File: config.mk
export PLATFORM = sky130hd
export DESIGN_NAME = pagewalk32
export DESIGN_NICKNAME = d
export VERILOG_FILES = /design/src/rtl/pw_pkg.sv /design/src/rtl/pw_addr_gen.sv /design/src/rtl/pw_pte_eval.sv /design/src/rtl/pagewalk32.sv
export SDC_FILE = /design/constraint.sdc
export NUM_CORES = 1
export LEC_CHECK = 0
export CORE_ASPECT_RATIO = 0.8
export CORE_UTILIZATION = 49
export CTS_CLUSTER_DIAMETER = 120
export DETAILED_ROUTE_END_ITERATION = 10
export GPL_TIMING_DRIVEN = 1
export PLACE_DENSITY = 0.91
export SYNTH_ARGS = -nofsm -noshare
export SYNTH_HDL_FRONTEND = slang
export SYNTH_SLANG_ARGS = --single-unit
File: constraint.sdc
create_clock -name clk -period 2.7 [get_ports clk]
set_input_delay 0.675 -clock clk [delete_from_list [all_inputs] [get_ports clk]]
set_output_delay 0.675 -clock clk [all_outputs]
set_load 0.01 [all_outputs]
File: src/rtl/pw_pkg.sv
package pw_pkg;

   typedef enum logic [1:0] {
      ACC_FETCH = 2'd0,
      ACC_LOAD  = 2'd1,
      ACC_STORE = 2'd2,
      ACC_RSVD  = 2'd3
   } acc_e;

   localparam logic [1:0] PRV_USER = 2'd0;
   localparam logic [1:0] PRV_MACH = 2'd3;

   localparam int unsigned BIT_V = 0;
   localparam int unsigned BIT_R = 1;
   localparam int unsigned BIT_W = 2;
   localparam int unsigned BIT_X = 3;
   localparam int unsigned BIT_U = 4;
   localparam int unsigned BIT_G = 5;
   localparam int unsigned BIT_A = 6;
   localparam int unsigned BIT_D = 7;
   localparam int unsigned PPN_LSB = 10;

   typedef enum logic [2:0] {
      ST_IDLE,
      ST_FETCH,
      ST_FWAIT,
      ST_CHK,
      ST_CWAIT,
      ST_WRITE,
      ST_WWAIT
   } walk_st_e;

endpackage

File: src/rtl/pw_addr_gen.sv
module pw_addr_gen #(
   parameter int unsigned VA_W      = 32,
   parameter int unsigned PA_W      = 34,
   parameter int unsigned PG_SHIFT  = 12,
   parameter int unsigned IDX_W     = 10,
   parameter int unsigned LEVELS    = 2,
   parameter int unsigned PTE_BYTES = 4,
   parameter int unsigned PPN_W     = PA_W - PG_SHIFT,
   parameter int unsigned LVL_W     = (LEVELS > 1) ? $clog2(LEVELS) : 1
) (
   input  logic [VA_W-1:0]  va,
   input  logic [PPN_W-1:0] base_ppn,
   input  logic [LVL_W-1:0] level,
   input  logic [PPN_W-1:0] leaf_ppn,
   output logic [PA_W-1:0]  pte_addr,
   output logic [PPN_W-1:0] sp_mask,
   output logic [PA_W-1:0]  leaf_pa
);
   localparam int unsigned PTE_SH = $clog2(PTE_BYTES);
   localparam int unsigned VPN_W  = VA_W - PG_SHIFT;

   initial begin : elab_chk
      assert (PG_SHIFT + LEVELS * IDX_W == VA_W)
         else $error("levels and index width do not cover the virtual address");
      assert (VPN_W <= PPN_W)
         else $error("virtual page number wider than physical page number");
      assert ((1 << PTE_SH) == PTE_BYTES)
         else $error("entry size must be a power of two");
   end

   logic [IDX_W-1:0] idx_arr  [LEVELS];
   logic [PPN_W-1:0] mask_arr [LEVELS];

   for (genvar l = 0; l < LEVELS; l++) begin : g_lvl
      localparam int unsigned SH = (LEVELS - 1 - l) * IDX_W;
      assign idx_arr[l]  = va[PG_SHIFT + SH +: IDX_W];
      assign mask_arr[l] = {PPN_W{1'b1}} >> (PPN_W - SH);
   end

   logic [PPN_W-1:0] vpn_ext;
   logic [PPN_W-1:0] ppn_merged;

   assign vpn_ext    = PPN_W'(va[VA_W-1:PG_SHIFT]);
   assign sp_mask    = mask_arr[level];
   assign ppn_merged = (leaf_ppn & ~sp_mask) | (vpn_ext & sp_mask);
   assign leaf_pa    = {ppn_merged, va[PG_SHIFT-1:0]};
   assign pte_addr   = {base_ppn, {PG_SHIFT{1'b0}}} + (PA_W'(idx_arr[level]) << PTE_SH);

endmodule

File: src/rtl/pw_pte_eval.sv
module pw_pte_eval
   import pw_pkg::*;
#(
   parameter int unsigned PTE_W = 32,
   parameter int unsigned PPN_W = 22
) (
   input  logic [PTE_W-1:0] pte,
   input  logic             last_lvl,
   input  logic [PPN_W-1:0] sp_mask,
   input  acc_e             acc,
   input  logic             user_mode,
   input  logic             sum_en,
   input  logic             mxr_en,
   output logic             is_ptr,
   output logic             bad,
   output logic             need_upd,
   output logic [PTE_W-1:0] new_pte,
   output logic             pr,
   output logic             pw,
   output logic             px
);
   initial begin : elab_chk
      assert (PTE_W - PPN_W == PPN_LSB)
         else $error("page number field does not start at its fixed bit");
   end

   logic v, r, w, x, u, a, d, leaf, fetch, store;
   logic u_fail, acc_fail, misalign;
   logic [PPN_W-1:0] ppn;
   logic unused_pte;

   assign v     = pte[BIT_V];
   assign r     = pte[BIT_R];
   assign w     = pte[BIT_W];
   assign x     = pte[BIT_X];
   assign u     = pte[BIT_U];
   assign a     = pte[BIT_A];
   assign d     = pte[BIT_D];
   assign ppn   = pte[PPN_LSB +: PPN_W];
   assign unused_pte = ^{pte[BIT_G], pte[PPN_LSB-1:BIT_D+1]};
   assign leaf  = r | w | x;
   assign fetch = (acc == ACC_FETCH);
   assign store = (acc == ACC_STORE);

   always_comb begin
      unique case (acc)
         ACC_FETCH: acc_fail = !x;
         ACC_LOAD:  acc_fail = !(r | (x & mxr_en));
         ACC_STORE: acc_fail = !w;
         default:   acc_fail = 1'b1;
      endcase
   end

   assign u_fail   = u ? (!user_mode && (!sum_en || fetch)) : user_mode;
   assign misalign = |(ppn & sp_mask);

   assign is_ptr   = v & !leaf & !last_lvl;
   assign bad      = !v | (w & !r) | (!leaf & last_lvl) |
                     (leaf & (u_fail | misalign | acc_fail));
   assign need_upd = !a | (store & !d);
   assign new_pte  = pte | (PTE_W'(1) << BIT_A) | (store ? (PTE_W'(1) << BIT_D) : '0);
   assign pr       = r | (x & mxr_en);
   assign pw       = w & (store | d);
   assign px       = x;

endmodule

File: src/rtl/pagewalk32.sv
module pagewalk32
   import pw_pkg::*;
#(
   parameter int unsigned VA_W      = 32,
   parameter int unsigned PA_W      = 34,
   parameter int unsigned PG_SHIFT  = 12,
   parameter int unsigned IDX_W     = 10,
   parameter int unsigned LEVELS    = 2,
   parameter int unsigned PTE_W     = 32,
   parameter int unsigned PTE_BYTES = 4,
   parameter int unsigned CTL_W     = 32
) (
   input  logic             clk,
   input  logic             rst_n,
   input  logic             start,
   input  logic [VA_W-1:0]  vaddr,
   input  logic [1:0]       acc,
   input  logic [1:0]       priv,
   input  logic [CTL_W-1:0] ctl,
   input  logic             sum_en,
   input  logic             mxr_en,
   output logic             done,
   output logic             fault,
   output logic [PA_W-1:0]  paddr,
   output logic             perm_r,
   output logic             perm_w,
   output logic             perm_x,
   output logic             mem_req,
   output logic [PA_W-1:0]  mem_addr,
   output logic             mem_we,
   output logic [PTE_W-1:0] mem_wdata,
   input  logic             mem_rvalid,
   input  logic [PTE_W-1:0] mem_rdata
);
   localparam int unsigned PPN_W  = PA_W - PG_SHIFT;
   localparam int unsigned LVL_W  = (LEVELS > 1) ? $clog2(LEVELS) : 1;
   localparam int unsigned PTE_SH = $clog2(PTE_BYTES);
   localparam logic [LVL_W-1:0] LAST_LVL = LVL_W'(LEVELS - 1);

   initial begin : elab_chk
      assert (CTL_W > PPN_W + 1)
         else $error("control word too narrow for root page number and mode bit");
      assert (PTE_W == 8 * PTE_BYTES)
         else $error("entry width and entry size disagree");
      assert (LEVELS >= 2)
         else $error("walker needs at least two levels");
   end

   walk_st_e         st;
   logic [LVL_W-1:0] lvl;
   logic [PPN_W-1:0] base_ppn, root_q;
   logic [VA_W-1:0]  va_q;
   acc_e             acc_q;
   logic [1:0]       prv_q;
   logic             sum_q, mxr_q, pass_q;
   logic [PTE_W-1:0] orig_q, upd_q;

   logic             done_q, fault_q, r_q, w_q, x_q;
   logic [PA_W-1:0]  pa_q;

   logic [PA_W-1:0]  pte_addr, leaf_pa;
   logic [PPN_W-1:0] sp_mask;
   logic             is_ptr, bad, need_upd, e_r, e_w, e_x;
   logic [PTE_W-1:0] new_pte;
   logic             unused_ctl;

   assign unused_ctl = ^ctl[CTL_W-2:PPN_W];

   pw_addr_gen #(
      .VA_W(VA_W), .PA_W(PA_W), .PG_SHIFT(PG_SHIFT), .IDX_W(IDX_W),
      .LEVELS(LEVELS), .PTE_BYTES(PTE_BYTES), .PPN_W(PPN_W), .LVL_W(LVL_W)
   ) i_addr (
      .va       (va_q),
      .base_ppn (base_ppn),
      .level    (lvl),
      .leaf_ppn (mem_rdata[PPN_LSB +: PPN_W]),
      .pte_addr (pte_addr),
      .sp_mask  (sp_mask),
      .leaf_pa  (leaf_pa)
   );

   pw_pte_eval #(
      .PTE_W(PTE_W), .PPN_W(PPN_W)
   ) i_eval (
      .pte       (mem_rdata),
      .last_lvl  (lvl == LAST_LVL),
      .sp_mask   (sp_mask),
      .acc       (acc_q),
      .user_mode (prv_q == PRV_USER),
      .sum_en    (sum_q),
      .mxr_en    (mxr_q),
      .is_ptr    (is_ptr),
      .bad       (bad),
      .need_upd  (need_upd),
      .new_pte   (new_pte),
      .pr        (e_r),
      .pw        (e_w),
      .px        (e_x)
   );

   always_ff @(posedge clk or negedge rst_n) begin
      if (!rst_n) begin
         st       <= ST_IDLE;
         lvl      <= '0;
         base_ppn <= '0;
         root_q   <= '0;
         va_q     <= '0;
         acc_q    <= ACC_FETCH;
         prv_q    <= '0;
         sum_q    <= 1'b0;
         mxr_q    <= 1'b0;
         pass_q   <= 1'b0;
         orig_q   <= '0;
         upd_q    <= '0;
         done_q   <= 1'b0;
         fault_q  <= 1'b0;
         pa_q     <= '0;
         r_q      <= 1'b0;
         w_q      <= 1'b0;
         x_q      <= 1'b0;
      end else begin
         done_q <= 1'b0;
         unique case (st)
            ST_IDLE: begin
               if (start) begin
                  va_q     <= vaddr;
                  acc_q    <= acc_e'(acc);
                  prv_q    <= priv;
                  sum_q    <= sum_en;
                  mxr_q    <= mxr_en;
                  root_q   <= ctl[PPN_W-1:0];
                  base_ppn <= ctl[PPN_W-1:0];
                  lvl      <= '0;
                  if (!ctl[CTL_W-1] || priv == PRV_MACH) begin
                     pass_q  <= 1'b1;
                     done_q  <= 1'b1;
                     fault_q <= 1'b0;
                     pa_q    <= PA_W'(vaddr);
                     r_q     <= 1'b1;
                     w_q     <= 1'b1;
                     x_q     <= 1'b1;
                  end else begin
                     pass_q <= 1'b0;
                     st     <= ST_FETCH;
                  end
               end
            end
            ST_FETCH: st <= ST_FWAIT;
            ST_FWAIT: begin
               if (mem_rvalid) begin
                  if (bad) begin
                     done_q  <= 1'b1;
                     fault_q <= 1'b1;
                     pa_q    <= '0;
                     r_q     <= 1'b0;
                     w_q     <= 1'b0;
                     x_q     <= 1'b0;
                     st      <= ST_IDLE;
                  end else if (is_ptr) begin
                     base_ppn <= mem_rdata[PPN_LSB +: PPN_W];
                     lvl      <= lvl + 1'b1;
                     st       <= ST_FETCH;
                  end else begin
                     fault_q <= 1'b0;
                     pa_q    <= leaf_pa;
                     r_q     <= e_r;
                     w_q     <= e_w;
                     x_q     <= e_x;
                     if (need_upd) begin
                        orig_q <= mem_rdata;
                        upd_q  <= new_pte;
                        st     <= ST_CHK;
                     end else begin
                        done_q <= 1'b1;
                        st     <= ST_IDLE;
                     end
                  end
               end
            end
            ST_CHK: st <= ST_CWAIT;
            ST_CWAIT: begin
               if (mem_rvalid) begin
                  if (mem_rdata != orig_q) begin
                     lvl      <= '0;
                     base_ppn <= root_q;
                     st       <= ST_FETCH;
                  end else begin
                     st <= ST_WRITE;
                  end
               end
            end
            ST_WRITE: st <= ST_WWAIT;
            ST_WWAIT: begin
               if (mem_rvalid) begin
                  done_q <= 1'b1;
                  st     <= ST_IDLE;
               end
            end
            default: st <= ST_IDLE;
         endcase
      end
   end

   assign mem_req   = (st == ST_FETCH) || (st == ST_CHK) || (st == ST_WRITE);
   assign mem_we    = (st == ST_WRITE);
   assign mem_addr  = pte_addr;
   assign mem_wdata = upd_q;

   assign done   = done_q;
   assign fault  = fault_q;
   assign paddr  = pa_q;
   assign perm_r = r_q;
   assign perm_w = w_q;
   assign perm_x = x_q;

   p_addr_aligned_r1: assert property (@(posedge clk) disable iff (!rst_n)
      mem_req |-> (mem_addr[PTE_SH-1:0] == '0));

   p_fault_noperm_r2: assert property (@(posedge clk) disable iff (!rst_n)
      (done && fault) |-> (!perm_r && !perm_w && !perm_x));

   p_fetch_exec_r4: assert property (@(posedge clk) disable iff (!rst_n)
      (done && !fault && acc_q == ACC_FETCH) |-> perm_x);

   p_store_write_r6: assert property (@(posedge clk) disable iff (!rst_n)
      (done && !fault && acc_q == ACC_STORE) |-> perm_w);

   p_wr_accessed_r7: assert property (@(posedge clk) disable iff (!rst_n)
      (mem_req && mem_we) |-> mem_wdata[BIT_A]);

   p_wr_dirty_r7: assert property (@(posedge clk) disable iff (!rst_n)
      (mem_req && mem_we && acc_q == ACC_STORE) |-> mem_wdata[BIT_D]);

   p_pass_through_r9: assert property (@(posedge clk) disable iff (!rst_n)
      (done && pass_q) |-> (paddr == PA_W'(va_q) && perm_r && perm_w && perm_x && !fault));

   p_done_pulse_r10: assert property (@(posedge clk) disable iff (!rst_n)
      done |=> !done);

   p_req_pulse_r10: assert property (@(posedge clk) disable iff (!rst_n)
      mem_req |=> !mem_req);

endmodule

# --- Word-level counts from Yosys, hierarchy flattened ---
# Index checks and enable logic that the tools add are counted.
# Widths: inputs -> output; s select.
word_totals:
  regBits: 189
  input_bits: 106
  out_inout_bits: 107
  word_cells: 162
classes:
  n_bitwise: 27
  reduce_logical: 28
  n_addsub: 2
  n_mux: 67
  magnitude_cmp: 1
  eq_ne: 20
op_table:
  columns: ["cell", "n"]
  rows:
  - ["$mux 22", 8]
  - ["$mux 34", 5]
  - ["$pmux 34 s2", 1]
  - ["$pmux 22 s3", 1]
  - ["$and 22x22->22", 2]
  - ["$mux 10", 4]
  - ["$add 34x12->34", 1]
  - ["$ne 32x32->1", 1]
  - ["$or 32x32->32", 1]
  - ["$mux 1", 30]
  - ["$and 20x22->22", 1]
  - ["$not 22->22", 1]
  - ["$or 22x22->22", 1]
  - ["$reduce_or 22->1", 1]
  - ["$pmux 3 s7", 1]
  - ["$mux 3", 6]
  - ["$ne 2x2->1 const B", 8]
  - ["$reduce_and 5->1", 3]
  - ["$logic_not 1->1", 12]
  - ["$or 1x1->1", 10]
  - ["$eq 3x3->1 const B", 3]
  - ["$pmux 1 s3", 3]
  - ["$and 1x1->1", 8]
  - ["$mux 8", 1]
  - ["20 further kinds", 32]

# --- Logic depth before layout (Yosys ltp) ---
logic_depth:
  word_depth: 13
  depth_mapped: 8
  mapped_depth_nobuf: 5

# --- Modules after synthesis ---
# Synthesis repeated with hierarchy kept, for this count alone.
hier_totals:
  cells_unflattened: 798
  hier_area_um2: 9567.9
by_module_without_submodules:
  columns: ["module", "area_each_um2", "instances", "cells_each", "seq_area_each_um2"]
  rows:
  - ["pagewalk32", 8254.2, 1, 641, 4729.5]
  - ["pw_addr_gen", 844.6, 1, 93, 0.0]
  - ["pw_pte_eval", 469.2, 1, 64, 0.0]

# --- Worst setup path after synthesis ---
# Ideal clock, no wire load.
synth_path:
  path_type: "in2reg"
  start: "in mem_rdata[7]"
  end: "reg orig_q[10]"
  arrival_ns: 2.208
  slack_ns: 0.367
  required_time_ns: 2.575
  path_buffers: 1
  setup_ns: 0.125
  cell_stages: 6
  cell_sequence: "or3b_1 -> a22oi_1 -> nand3_1 -> a211oi_4 -> buf_6 -> mux2_4"
synth_via:
  elab_chain_cells: 4
synth_lines:
  columns: ["element", "line", "text"]
  rows:
  - ["start: declaration", "pagewalk32.sv:33", "input logic [PTE_W-1:0] mem_rdata"]
  - ["$logic_not 1->1", "pw_pte_eval.sv:60", "assign need_upd = !a | (store & !d);"]
  - ["$and 1x1->1", "pw_pte_eval.sv:60", null]
  - ["$or 1x1->1", "pw_pte_eval.sv:60", null]
  - ["$reduce_and 5->1 (no line)", null, null]
  - ["end signal: assignment", "pagewalk32.sv:170", "orig_q <= mem_rdata;"]
  - ["end: declaration", "pagewalk32.sv:56", "logic [PTE_W-1:0] orig_q, upd_q;"]
# Every way passes these cells.
# A chain may end at the register's enable or synchronous reset.

# --- Worst setup path in the final report ---
layout_path:
  start: "in mem_rdata[14]"
  end: "reg upd_q[7], in the netlist mem_wdata[7]"
layout_via:
  elab_chain_cells: 8
layout_lines:
  columns: ["element", "line", "text"]
  rows:
  - ["$and 22x22->22", "pw_pte_eval.sv:55", "assign misalign = |(ppn & sp_mask);"]
  - ["$reduce_or 22->1", "pw_pte_eval.sv:55", null]
  - ["$or 1x1->1 (2 in series)", "pw_pte_eval.sv:59", "(leaf & (u_fail | misalign | acc_fail));"]
  - ["$and 1x1->1", "pw_pte_eval.sv:59", null]
  - ["$or 1x1->1", "pw_pte_eval.sv:58", "assign bad = !v | (w & !r) | (!leaf & last_lvl) |"]
  - ["$not 1->1 (no line)", null, null]
  - ["$reduce_and 5->1 (no line)", null, null]
  - ["end signal: assignment", "pagewalk32.sv:171", "upd_q <= new_pte;"]
  - ["end: declaration", "pagewalk32.sv:56", null]
# Every way passes these cells.

==> flow_summary_export.csv <==
group,metric,value,unit
cells_and_area,syn_to_final_growth,39.3,%
cts,cts_buffers,17,
critical_path,endpoint_kind,"flop",
cells_and_area,final_cells,1105,
power_and_ir_drop,power.leakage,4.62,nW
cts,cts_root_buf,"clkbuf_16",
timing,tightest_slew,0.512,ns
timing,min_period,2.63,ns
route,drtIter0Drc,380,
floorplan,die_x,143,um
critical_path,crit_fanout,17,
route,wl_per_cell,21.2,um
logic_synthesis,yosysSeqAreaShare,50.8,%
critical_path,crit_path_start_kind,"input port",
cells_and_area,antenna_cells,0,
global_route,grt_use_total,29.3,%
route,drc,0,
timing,setup_viol,0,
logic_synthesis,syn_area_per_cell,11.5,um2
cells_and_area,layout_commonest_cell,"clkdlybuf4s50_1",
cells_and_area,layout-drive-gt1-share,22.5,%
place,dp_hpwl,16500,um
floorplan,die_area,16500,um2
status,outcome,"finished clean",
timing,final_max_slew_viol_count,0,
power_and_ir_drop,power.density,1110,nW/um2
timing,fmax,380,MHz
route,final_antenna_net_count,0,
cts,cts_tree,"done",
logic_synthesis,synthFlopType,"dfrtp_1",
route,drt_pass1_iterations,5,
critical_path,cp.required,3.00,ns
place,placement.io_buffers,201,
logic_synthesis,ys_seq_elements,159,
logic_synthesis,ys_types,55,
place,routabilityCongestion,0.914,
route,wl,23400,um
logic_synthesis,synth_cells,679,
critical_path,slowest_delay,0.57,ns
critical_path,cp_data_arrival_time,2.93,ns
floorplan,initial_core_util,51.2,%
logic_synthesis,yosys.area.top_type,"dfrtp_1",
logic_synthesis,synth.top_cell.area_share,50.8,%
route,vias,6151,
cts,worstSkewPairLatency,0.42,ns
logic_synthesis,synth_edf_count,0,
cts,clock_sinks,159,
timing,final-hold-violation-count,0,
global_route,grt_pass1_vias,6144,
cts,hold_buffers,0,
critical_path,cp_top_family,"buffers and inverters",
global_route,antenna_found_initial,0,
critical_path,path_cells,"clkdlybuf4s50_1 -> nor2_1 -> a311oi_1 -> nand3b_1 -> a211oi_4 -> buf_4 -> buf_12 -> mux2_2",
critical_path,crit_type,"in -> reg",
cts,cts_buffer_depth,2,
logic_synthesis,postSynth.asyncResetShare,100,%
timing,fin_worst_skew,0.00776,ns
floorplan,std_cell_rows,40,
cts,htreeDepth,4,
route,via_per_inst,5.57,
timing,holdWs,0.201,ns
timing,relSlewSlack,65.9,%
logic_synthesis,netlist_area,7840,um2
cells_and_area,nets,988,
floorplan,fp.dieH,115,um
cells_and_area,final_cell_mix,"200 x clkdlybuf4s50_1, 159 x dfrtp_1, 85 x mux2_2",
logic_synthesis,yosysWarnings,0,
global_route,grt_pass1_wl,35400,um
logic_synthesis,synth_top_cells_by_area,"dfrtp_1 51%, mux2_2 12%, mux2_4 3.8%",
global_route,grt_max_degree,67,
cts,path_clk_slew,0.06,ns
hold_path,hp-class,"in -> async",
global_route,gr-total-overflow,0,
critical_path,cp_slowest_cell,"clkdlybuf4s50_1",
floorplan,core-area,15300,um2
timing,timing.final.crit_share,97.5,%
critical_path,cp_num_buf_inv,3,
floorplan,ios,213,
power_and_ir_drop,peakVddDrop,0.000629,V
run,drv_cap,0,
place,dp_cells,1069,
==> timing repair <==
item / in CTS / in global routing
resized for setup: 0 / 1
setup endpoints to repair: 0 / 32
buffers inserted: 0 / 2
==> cells by family (layout without fill, tap and decap cells) <==
kind of cell	after synthesis	in the layout	synth area share, %
multiplexers	134	134	19.9
other	1	2	0.0479
buffers and inverters	96	311	6.55
AO/OA/AOI/OAI	109	109	9.87
XOR/XNOR	32	32	3.58
AND/OR/NAND/NOR	148	148	9.29
flip-flops	159	159	50.8
==> path summary, 6_finish.rpt <==
check	endpoint	slack [ns]	startpoint	cells past startpoint
setup / recovery	mem_wdata[7]	0.07	mem_rdata[14]	8
hold / removal	paddr[11]	0.20	rst_n	1
setup reg to reg	mem_wdata[7]	0.38	acc_q[0]	7
hold reg to reg	mem_wdata[6]	0.49	mem_wdata[6]	1
max in group asynchronous	orig_q[11]	1.75	rst_n	2
min in group clk	mem_wdata[6]	0.49	mem_wdata[6]	1
==> stage by stage <==
step | TNS, ns | cell area (um2) | worst slack, ns | power (W) | utilization [%]
after global placement | -12.94 | 10200 | -0.327 | 0.00924 | 66.6
final | 0 | 10900 | 0.0688 | 0.0121 | 71.3
after floorplan | 0 | 7840 | 0.367 | 0.00700 | -
after global routing | -0.000564 | 10900 | -0.000564 | 0.0128 | 71.3
after detailed placement | -19.80 | 10200 | -0.424 | 0.00944 | 66.6
after CTS | 0 | 10900 | 0.00818 | 0.0122 | 70.9
==> per-layer routing <==
metal | global-route usage [%] | up-vias | share of wire [%]
li1 | - | 2775 | -
met1 | 39.9 | 3118 | 44
met4 | 8.51 | 0 | 1.6
met2 | 46.7 | 229 | 48
met5 | 0 | - | 0
met3 | 6.91 | 29 | 6.9
==> where the power goes <==
part | internal, W | leakage (nW) | switching [W] | total [W]
clock | 0.00169 | 0.320 | 0.000992 | 0.00269
sequential | 0.00343 | 1.97 | 0.000667 | 0.00409
combinational | 0.00296 | 2.33 | 0.00241 | 0.00537
==> final cells by class <==
cell class	instances	area, um2
clock buffer	19	453
inverter	27	101
multi-input combinational	425	3380
clock inverter	13	210
sequential	159	3980
timing repair buffer	252	2530
tap	210	263
fill	1073	4400
==> registers in the layout, indices dropped and copies added, names as in the netlist, 2 cells and up <==
| register | count |
|---|---|
| acc_q | 2 |
| base_ppn | 22 |
| mem_wdata | 3 |
| orig_q | 31 |
| paddr | 34 |
| prv_q | 2 |
| root_q | 22 |
| st | 3 |
| va_q | 32 |
==> worst reg2reg max path, stage by stage, from the launching register on <==
cell,delay (ns)
dfrtp_1,0.43
or3b_1,0.43
a22oi_1,0.22
nand3_1,0.16
a211oi_4,0.28
buf_4,0.17
buf_12,0.16
mux2_2,0.36
==> cell usage after synthesis, types with 8 or more instances <==
cell and n:
o211ai_1 18, buf_2 8, nand3_1 19, nand2_1 58, mux2_1 8, nor2b_1 13
nand4_1 8, mux2_4 20, nor2_1 28, buf_4 32, dfrtp_1 159, o21ai_0 24
clkbuf_1 25, a22oi_1 11, a221o_1 12, mux2i_1 21, a21oi_1 10, mux2_2 85
inv_1 27, xnor2_1 30
(Power assumes the default switching activity.)
